[config.mk]
export PLATFORM = sky130hd
export DESIGN_NAME = spd_lock_det
export DESIGN_NICKNAME = d
export VERILOG_FILES = /design/src/rtl/lock_pkg.sv /design/src/rtl/lock_minspd.sv /design/src/rtl/lock_chg_detect.sv /design/src/rtl/lock_rev_counter.sv /design/src/rtl/spd_lock_det.sv
export SDC_FILE = /design/constraint.sdc
export NUM_CORES = 1
export LEC_CHECK = 0
export ABC_AREA = 1
export BUFFER_PORTS_ARGS = -buffer_cell sky130_fd_sc_hd__buf_2
export CORE_MARGIN = 3
export CORE_UTILIZATION = 40
export DETAILED_ROUTE_END_ITERATION = 10
export GPL_ROUTABILITY_DRIVEN = 0
export GPL_TIMING_DRIVEN = 0
export PLACE_DENSITY = 0.58
export SETUP_SLACK_MARGIN = 0.02
export SLEW_MARGIN = 20
export SYNTH_ARGS = -nofsm -noshare
export SYNTH_HDL_FRONTEND = slang
export SYNTH_SLANG_ARGS = --single-unit
[constraint.sdc]
create_clock -name clk -period 6.3 [get_ports clk]
set_clock_uncertainty 0.1 [all_clocks]
set_input_delay 0.945 -clock clk [delete_from_list [all_inputs] [get_ports clk]]
set_output_delay 0.945 -clock clk [all_outputs]
set_load 0.05 [all_outputs]
[src/rtl/lock_pkg.sv]
// Package: lock_pkg
// Shared sizing constants for the speed lock detector. All widths and
// scale factors used by the submodules default to the values here.
package lock_pkg;
    parameter int PER_W      = 25;      // period measurement width
    parameter int FLD_W      = 8;       // minimum-speed field width
    parameter int SHF_W      = 3;       // change-tolerance code width
    parameter int REV_W      = 8;       // revolution counter width
    parameter int TICKS_UNIT = 128000;  // clock cycles per limit count
    parameter int SHIFT_BASE = 2;       // code k selects shift k+SHIFT_BASE

    // Outcome of the checks for one measurement.
    typedef struct packed {
        logic fast;    // period below the minimum-speed limit
        logic steady;  // change within tolerance
    } meas_chk_t;
endpackage

[src/rtl/lock_minspd.sv]
// Module: lock_minspd
// Minimum-speed test. The limit (field times a fixed tick count) is
// computed into a register, so the comparison path holds only a
// comparator. Assumes the field is quasi-static: a new field value
// takes effect one clock after it is applied.
module lock_minspd
    import lock_pkg::*;
#(
    parameter int P_PER_W  = PER_W,
    parameter int P_FLD_W  = FLD_W,
    parameter int P_TICKS  = TICKS_UNIT
) (
    input  logic               clk,
    input  logic               rst_n,
    input  logic [P_FLD_W-1:0] lim_field,
    input  logic [P_PER_W-1:0] period,
    output logic               fast
);
    localparam int TICK_W = $clog2(P_TICKS + 1);
    localparam int PROD_W = P_FLD_W + TICK_W;
    localparam int CMP_W  = (P_PER_W > PROD_W) ? P_PER_W : PROD_W;

    logic [PROD_W-1:0] lim_q;

    // Register the scaled limit from the field.
    always_ff @(posedge clk) begin
        if (!rst_n) begin
            lim_q <= '0;
        end else begin
            lim_q <= PROD_W'(lim_field) * PROD_W'(P_TICKS);
        end
    end

    // Pass only when the period is strictly shorter than the limit.
    always_comb begin
        fast = (CMP_W'(period) < CMP_W'(lim_q));
    end

    // A zero limit must never let a measurement through.
    p_zero_limit_blocks_r2: assert property (@(posedge clk) disable iff (!rst_n)
        (lim_q == '0) |-> !fast);
endmodule

[src/rtl/lock_chg_detect.sv]
// Module: lock_chg_detect
// Speed-change test. Keeps the previous strobed period and compares the
// absolute difference with the current period shifted right by a
// selectable amount. Assumes per_valid is a single-cycle strobe. The first
// measurement after enable has no predecessor and is reported unsteady.
module lock_chg_detect
    import lock_pkg::*;
#(
    parameter int P_PER_W  = PER_W,
    parameter int P_SHF_W  = SHF_W,
    parameter int P_SBASE  = SHIFT_BASE
) (
    input  logic               clk,
    input  logic               rst_n,
    input  logic               enable,
    input  logic               per_valid,
    input  logic [P_PER_W-1:0] period,
    input  logic [P_SHF_W-1:0] shift_code,
    output logic               steady
);
    localparam int NCODES = 1 << P_SHF_W;

    logic [P_PER_W-1:0] prev_q;
    logic               have_prev_q;
    logic [P_PER_W-1:0] diff;
    logic [P_PER_W-1:0] thr;
    logic [P_PER_W-1:0] thr_opt [NCODES];

    // One fixed-shift threshold candidate per tolerance code.
    for (genvar g = 0; g < NCODES; g++) begin : g_thr
        assign thr_opt[g] = period >> (g + P_SBASE);
    end

    // Select the threshold for the programmed code.
    always_comb begin
        thr = thr_opt[shift_code];
    end

    // Absolute difference between the current and stored periods.
    always_comb begin
        if (period >= prev_q) begin
            diff = period - prev_q;
        end else begin
            diff = prev_q - period;
        end
    end

    // Steady only with a predecessor and a change within tolerance.
    always_comb begin
        steady = have_prev_q && (diff <= thr);
    end

    // Store every strobed period; forget it when disabled.
    always_ff @(posedge clk) begin
        if (!rst_n || !enable) begin
            prev_q      <= '0;
            have_prev_q <= 1'b0;
        end else if (per_valid) begin
            prev_q      <= period;
            have_prev_q <= 1'b1;
        end
    end

    // The stored period is the last strobed value.
    p_prev_tracks_r9: assert property (@(posedge clk) disable iff (!rst_n)
        (enable && per_valid) |=> (prev_q == $past(period)));

    // Without a predecessor the measurement cannot be steady.
    p_no_prev_unsteady_r3: assert property (@(posedge clk) disable iff (!rst_n)
        $rose(enable) |=> !steady);
endmodule

[src/rtl/lock_rev_counter.sv]
// Module: lock_rev_counter
// Consecutive-good-measurement counter and lock flag. Counts down from
// the programmed revolution value on each fully passing measurement and
// raises the lock when it reaches zero. Any failure reloads and unlocks.
// Assumes min_revs is stable while counting.
module lock_rev_counter
    import lock_pkg::*;
#(
    parameter int P_REV_W = REV_W
) (
    input  logic               clk,
    input  logic               rst_n,
    input  logic               enable,
    input  logic               meas_valid,
    input  meas_chk_t          chk,
    input  logic [P_REV_W-1:0] min_revs,
    output logic               lock
);
    logic [P_REV_W-1:0] cnt_q;
    logic [P_REV_W-1:0] cnt_nxt;
    logic               all_ok;
    logic               lock_q;

    // Both tests must pass for a measurement to count.
    always_comb begin
        all_ok = chk.fast && chk.steady;
    end

    // Decrement, saturating at zero.
    always_comb begin
        if (cnt_q == '0) begin
            cnt_nxt = '0;
        end else begin
            cnt_nxt = cnt_q - 1'b1;
        end
    end

    // Counter and lock update per strobed measurement.
    always_ff @(posedge clk) begin
        if (!rst_n || !enable) begin
            cnt_q  <= min_revs;
            lock_q <= 1'b0;
        end else if (meas_valid) begin
            if (all_ok) begin
                cnt_q  <= cnt_nxt;
                lock_q <= (cnt_nxt == '0);
            end else begin
                cnt_q  <= min_revs;
                lock_q <= 1'b0;
            end
        end
    end

    assign lock = lock_q;

    // Disabled means unlocked on the next clock.
    p_disable_unlocks_r1: assert property (@(posedge clk) disable iff (!rst_n)
        !enable |=> !lock);

    // A failed measurement unlocks and reloads.
    p_fail_unlocks_r6: assert property (@(posedge clk) disable iff (!rst_n)
        (enable && meas_valid && !all_ok) |=> (!lock && cnt_q == $past(min_revs)));

    // No strobe, no change.
    p_hold_idle_r7: assert property (@(posedge clk) disable iff (!rst_n)
        (enable && !meas_valid && $past(enable)) |=> ($stable(lock) && $stable(cnt_q)));

    // A rising lock follows a passing measurement.
    p_lock_from_pass_r5: assert property (@(posedge clk) disable iff (!rst_n)
        $rose(lock) |-> ($past(meas_valid) && $past(all_ok)));

    // While locked the counter rests at zero.
    p_locked_zero_r8: assert property (@(posedge clk) disable iff (!rst_n)
        lock |-> (cnt_q == '0));
endmodule

[src/rtl/spd_lock_det.sv]
// Module: spd_lock_det
// Motor speed lock detector top. Feeds each strobed Hall U period to
// the minimum-speed and speed-change tests, then to the revolution
// counter that owns the lock flag. Assumes a 50 MHz clock and a period
// counted in those clocks.
module spd_lock_det
    import lock_pkg::*;
(
    input  logic             clk,
    input  logic             rst_n,
    input  logic             enable,
    input  logic             per_valid,
    input  logic [PER_W-1:0] per_value,
    input  logic [FLD_W-1:0] minspd_lim,
    input  logic [SHF_W-1:0] chg_shift,
    input  logic [REV_W-1:0] min_revs,
    output logic             lock
);
    meas_chk_t chk;
    logic      fast;
    logic      steady;

    lock_minspd #(
        .P_PER_W (PER_W),
        .P_FLD_W (FLD_W),
        .P_TICKS (TICKS_UNIT)
    ) u_minspd (
        .clk       (clk),
        .rst_n     (rst_n),
        .lim_field (minspd_lim),
        .period    (per_value),
        .fast      (fast)
    );

    lock_chg_detect #(
        .P_PER_W (PER_W),
        .P_SHF_W (SHF_W),
        .P_SBASE (SHIFT_BASE)
    ) u_chg (
        .clk        (clk),
        .rst_n      (rst_n),
        .enable     (enable),
        .per_valid  (per_valid),
        .period     (per_value),
        .shift_code (chg_shift),
        .steady     (steady)
    );

    // Gather the two test results for the counter.
    always_comb begin
        chk.fast   = fast;
        chk.steady = steady;
    end

    lock_rev_counter #(
        .P_REV_W (REV_W)
    ) u_rev (
        .clk        (clk),
        .rst_n      (rst_n),
        .enable     (enable),
        .meas_valid (per_valid),
        .chk        (chk),
        .min_revs   (min_revs),
        .lock       (lock)
    );

    // Lock may rise only on a measurement faster than the limit.
    p_rise_needs_fast_r2: assert property (@(posedge clk) disable iff (!rst_n)
        $rose(lock) |-> $past(fast));
endmodule

# Word-level counts from Yosys, hierarchy flattened
# Cells that the tools add are included.
[totals]
out_inout_bits = 1
reg_bits = 60
wordCells = 32
[op_classes]
add_sub_neg = 3
reduce_logical = 8
n_bitwise = 1
magnitude_cmp = 4
n_mux = 9
mul = 1
[op_table]
columns = ["op", "count"]
rows = [
  ["$bmux 25 s3", 1],
  ["$mux 25", 3],
  ["$sub 25x25->25", 2],
  ["$mux 8", 4],
  ["$ge 25x25->1", 1],
  ["$le 25x25->1", 1],
  ["$lt 25x25->1", 1],
  ["$logic_not 8->1", 2],
  ["$mul 8x7->15 const B", 1],
  ["$sub 8x1->8 const B", 1],
  ["$ge 4x4->1 const B", 1],
  ["$not 3->4", 1],
  ["$logic_and 1x1->1", 2],
  ["$logic_not 1->1", 2],
  ["$reduce_bool 2->1", 1],
  ["$logic_or 1x1->1", 1],
  ["$mux 1", 1],
]

# Depth between registers and ports, before layout
[logic_depth]
ltp_word = 10
depth_mapped = 33
ltp_nobuf = 32

# Hierarchy
# Synthesis repeated with hierarchy kept, for this count alone.
[unflattened]
cells_unflattened = 1391
area_unflattened_um2 = 8567.0
[modules_own_cells]
columns = ["module", "instances", "area_per_inst_um2", "cells_per_inst"]
rows = [
  ["lock_chg_detect", 1, 5625.4, 1000],
  ["lock_minspd", 1, 2298.5, 307],
  ["lock_rev_counter", 1, 643.1, 84],
]

# Worst setup path before layout
# OpenSTA, ideal clock, no wires.
[synth_path]
path_kind = "input to register"
start = "input port per_value[2]"
end = "register u_rev.cnt_q[6], data pin"
path_slack_ns = 1.782
required_ns = 5.938
path_stages = 30
n_path_buf = 4
t_arrival_ns = 4.156
cell_sequence = "inv_1 > ha_1 > buf_6 > a21oi_2 > nand2_2 > nand3_1 > nand2_1 > nand2_1 > nand2_1 > nand2_1 > nand3_4 > buf_6 > buf_12 > o21ai_2 > nand2_1 > xnor2_1 > inv_1 > ha_1 > a21o_1 > nor2_1 > nand2_1 > nand2_1 > nand3_1 > nand2_1 > nand2_1 > a21oi_1 > nand3_4 > buf_6 > nand2_2 > o21ai_2"
[synth_between]
elab_chain_cells = 9
word_cells_on_any_way = 14
cone_classes = "add/sub: 2; order compare: 3; mux: 7; reduce/logical: 2"
[synth_lines]
columns = ["element", "line", "rtl"]
rows = [
  ["start: declaration", "spd_lock_det.sv:13", "input logic [PER_W-1:0] per_value,"],
  ["branches (longest 5 deep; another with $sub 25x25->25)", "-", ""],
  ["$logic_and 1x1->1 (*)", "lock_rev_counter.sv:26", "all_ok = chk.fast && chk.steady;"],
  ["$mux 8 (*)", "lock_rev_counter.sv:44", "if (all_ok) begin"],
  ["$mux 8 (*)", "lock_rev_counter.sv:43", "end else if (meas_valid) begin"],
  ["$mux 8 (*)", "lock_rev_counter.sv:40", "if (!rst_n || !enable) begin"],
  ["end signal: assignment", "lock_rev_counter.sv:41", "cnt_q <= min_revs;"],
  ["end signal: assignment", "lock_rev_counter.sv:45", "cnt_q <= cnt_nxt;"],
  ["end signal: assignment", "lock_rev_counter.sv:48", "cnt_q <= min_revs;"],
  ["end: declaration", "lock_rev_counter.sv:19", "logic [P_REV_W-1:0] cnt_q;"],
]
# Mark *: on every way between the ends. The select of a mux whose other input is x is not followed.
# A chain may end at the register's enable or synchronous reset.

# Worst setup path after layout
[layout_path]
start = "input port per_value[10]"
end = "register u_rev.cnt_q[6], data pin"
# Same word-level chain as after synthesis.

==> results.json <==
{
  "synth_cells": 1256,
  "ys_seq_area_share_pct": 13.4,
  "setup_violations": 0,
  "ant_nets": 0,
  "period_needed_ns": 5.30,
  "yosys.area.top_type": "ha_1",
  "multiInputGateArea_um2": 5930,
  "vias_per_cell": 5.13,
  "drc": 0,
  "yosys-top-cells-area": "ha_1 (19%), nand2_1 (15%), dfxtp_1 (10%), inv_1 (10%), o21ai_0 (7.0%)",
  "crit_fanout": 10,
  "p_per_area_nw_per_um2": 197,
  "status": "finished clean",
  "tns_ns": 0,
  "post-place-ws_ns": 0.674,
  "yosysWarnings": 0,
  "syn_area_per_cell_um2": 6.40,
  "cts_sinks": 50,
  "die_y_um": 148,
  "ir_drop_mv": 0.116,
  "numPortBuffers": 46,
  "cp.arrival_ns": 5.27,
  "cts-resized-gates": 0,
  "cp-end-kind": "flop",
  "drt-initial-drc-count": 580,
  "drtPass1Iterations": 6,
  "dpl_cell_area_um2": 8600,
  "clkLatencyLatePin_ns": 0.32,
  "antenna_cells": 0,
  "relSlewSlack_pct": 51.2,
  "totalWireLength_mm": 24.4,
  "core-area_um2": 19600,
  "netlist.area_leader.share_pct": 19.3,
  "die_area_um2": 21800,
  "grt_start_max_net_pins": 19,
  "timing.final.crit_share_pct": 84.2,
  "cts_tree": "yes",
  "nets": 1505,
  "regArea_um2": 1080,
  "crit_path_start_kind": "input port",
  "synth_fp_nets": 1452,
  "finalHoldViolations": 0,
  "clockBufferDepth": 2,
  "grt_pass1_vias": 7592,
  "maxCapViolCount": 0,
  "final_layout_size_suffix_gt1_share_pct": 9.08,
  "fmax_mhz": 189,
  "setup_ws_ns": 0.995,
  "rsz0062_at_grt": "no",
  "cts_root_buffer": "clkbuf_16",
  "p_leak_nw": 4.59,
  "antenna_found_initial": 0,
  "cp_data_required_time_ns": 6.27,
  "cts-buffers-inserted": 5,
  "grt_pass1_wl_mm": 39.2,
  "yosys.cell_types.count": 45,
  "worstSetupPathType": "input port to flop",
  "syn_to_final_growth_pct": 8.90,
  "dp_hpwl_mm": 21.0,
  "worst_slew_pin_slew_ns": 0.724,
  "h-tree-depth": 2,
  "track_usage_pct": 22.6,
  "clk_pin_slew_ns": 0.08,
  "reg2regPathDepth": 25,
  "hold_depth": 2,
  "ys_seq_elements": 50,
  "num_vias": 8072,
  "initial_utilization_pct": 41.0,
  "synth.cell_area_um2": 8040,
  "grt-ovfl-total": 0,
  "fillers": 2185,
  "num_rows": 51,
  "reg2reg_slack_ns": 1.54,
  "ios": 49,
  "holdBufCountCts": 0,
  "wire_per_inst_um": 15.5,
  "finalMaxSlewViolations": 0,
  "design_area_um2": 8760,
  "cts_setup_buffers": 0,
  "hold_path_class": "flop to flop",
  "die_w_um": 148
}
==> synth_stat cells, drive strengths merged <==
| library cell | instances |
|---|---|
| xor2 | 20 |
| edfxtp | 8 |
| ha | 124 |
| clkbuf | 18 |
| fa | 24 |
| xnor2 | 9 |
| nand3 | 43 |
| a21o | 4 |
| dfxtp | 42 |
| or2 | 3 |
| and3 | 1 |
| nor2 | 79 |
| a21oi | 111 |
| inv | 227 |
| a31o | 1 |
| o211ai | 2 |
| o2111ai | 2 |
| and2 | 2 |
| nand4 | 14 |
| nor3 | 11 |
| o21ai | 130 |
| clkinv | 2 |
| o311ai | 1 |
| buf | 11 |
| o21a | 3 |
| nor4 | 1 |
| nand3b | 1 |
| a211oi | 3 |
| o21bai | 11 |
| nand2 | 343 |
| mux2i | 5 |
==> layer usage <==
| layer | vias up | share of wire, % | track usage [%] |
|---|---|---|---|
| met3 | 27 | 5.8 | 2.30 |
| met2 | 209 | 44 | 36.3 |
| li1 | 4122 | - | - |
| met4 | 0 | 1.7 | 5.17 |
| met1 | 3714 | 48 | 32.9 |
| met5 | - | 0 | 0 |
==> state kept, by name, indices dropped and copies added, names as in the netlist <==
| name | flops |
|---|---|
| u_rev.cnt_q | 8 |
| u_rev.lock | 1 |
| u_chg.have_prev_q | 1 |
| u_chg.prev_q | 25 |
| u_minspd.lim_q | 15 |
==> final timing paths <==
check                                               startpoint                              to
worst max register to register   u_chg.prev_q[10]$_SDFFE_PP0P_        u_rev.cnt_q[6]$_DFFE_PP_
worst max-delay path                             per_value[10]        u_rev.cnt_q[6]$_DFFE_PP_
worst min-delay path            u_chg.have_prev_q$_SDFFE_PP0P_  u_chg.have_prev_q$_SDFFE_PP0P_
worst min register to register  u_chg.have_prev_q$_SDFFE_PP0P_  u_chg.have_prev_q$_SDFFE_PP0P_
==> logic make-up (layout without fill, tap and decap cells) <==
logic type | count (synthesis) | after routing | synth area share [%]
multiplexers | 5 | 5 | 0.622
AND/OR/NAND/NOR | 498 | 498 | 26.3
AO/OA/AOI/OAI | 268 | 268 | 18.5
XOR/XNOR | 29 | 29 | 3.16
adder cells (fa/ha/maj) | 148 | 148 | 25.3
buffers and inverters | 258 | 312 | 12.8
flip-flops | 50 | 50 | 13.4
==> through the flow <==
stage | power [W] | cells | hold WS (ns) | util, %
2_1_floorplan | 0.00116 | 1256 | 0.336 | -
3_3_place_gp | 0.00141 | 1567 | 0.354 | 43.9
3_5_place_dp | 0.00142 | 1567 | 0.362 | 43.9
4_1_cts | 0.00172 | 1575 | 0.373 | 44.7
5_1_grt | 0.00191 | 1575 | 0.394 | 44.7
6_report | 0.00172 | 1575 | 0.369 | 44.7
==> layout by cell type (no fill, tap or decap), types with 3 or more instances in the layout <==
| cell | netlist | layout |
|---|---|---|
| nand4_1 | 14 | 14 |
| ha_1 | 124 | 124 |
| dfxtp_1 | 42 | 42 |
| xor2_1 | 20 | 20 |
| nor2_1 | 67 | 67 |
| buf_6 | 4 | 4 |
| a21o_1 | 4 | 4 |
| clkbuf_16 | 0 | 5 |
| mux2i_1 | 5 | 5 |
| o21bai_1 | 11 | 11 |
| o21ai_1 | 3 | 3 |
| or2_2 | 3 | 3 |
| xnor2_1 | 9 | 9 |
| inv_2 | 3 | 3 |
| nand3_1 | 40 | 40 |
| nor2_2 | 9 | 9 |
| nor2_4 | 3 | 3 |
| a21oi_1 | 108 | 108 |
| inv_1 | 224 | 224 |
| o21a_1 | 3 | 3 |
| o21ai_2 | 14 | 14 |
| o21ai_0 | 113 | 113 |
| nor3_1 | 11 | 11 |
| fa_1 | 24 | 24 |
| buf_4 | 3 | 3 |
| buf_2 | 1 | 47 |
| nand2_1 | 326 | 326 |
| clkbuf_1 | 18 | 18 |
| nand2_2 | 17 | 17 |
| edfxtp_1 | 8 | 8 |
| a211oi_1 | 3 | 3 |
==> worst max-delay path, cell delays in order <==
cell	delay [ns]
buf_2	0.12
inv_1	0.14
ha_1	0.26
buf_4	0.16
a21oi_1	0.29
nor2_1	0.08
nor2_1	0.20
o21ai_1	0.15
nand3_1	0.15
nand3_4	0.12
buf_6	0.17
buf_12	0.15
o21ai_2	0.05
nand2_1	0.08
xnor2_1	0.31
inv_1	0.09
ha_1	0.31
nand2_1	0.07
nor2_1	0.12
nand4_1	0.09
nor2_1	0.16
nand4_1	0.20
a21oi_1	0.40
nand3_4	0.16
buf_6	0.18
nand2_2	0.07
o21ai_2	0.05
==> report_power, final <==
part	internal (W)	switching (W)	total (W)
logic	0.000378	0.000665	0.00104
clock network	0.000152	0.000147	0.000299
registers	0.000366	0.0000138	0.000380
==> cell type report <==
type                       instances  area share [%]
buffer                            29            1.91
clock buffer                       5            1.43
clock inverter                     3           0.329
inverter                         229            9.82
multi-input combinational        948            67.7
sequential                        50            12.3
tap                              265            3.79
timing repair buffer              46            2.63
(Power assumes the default switching activity.)
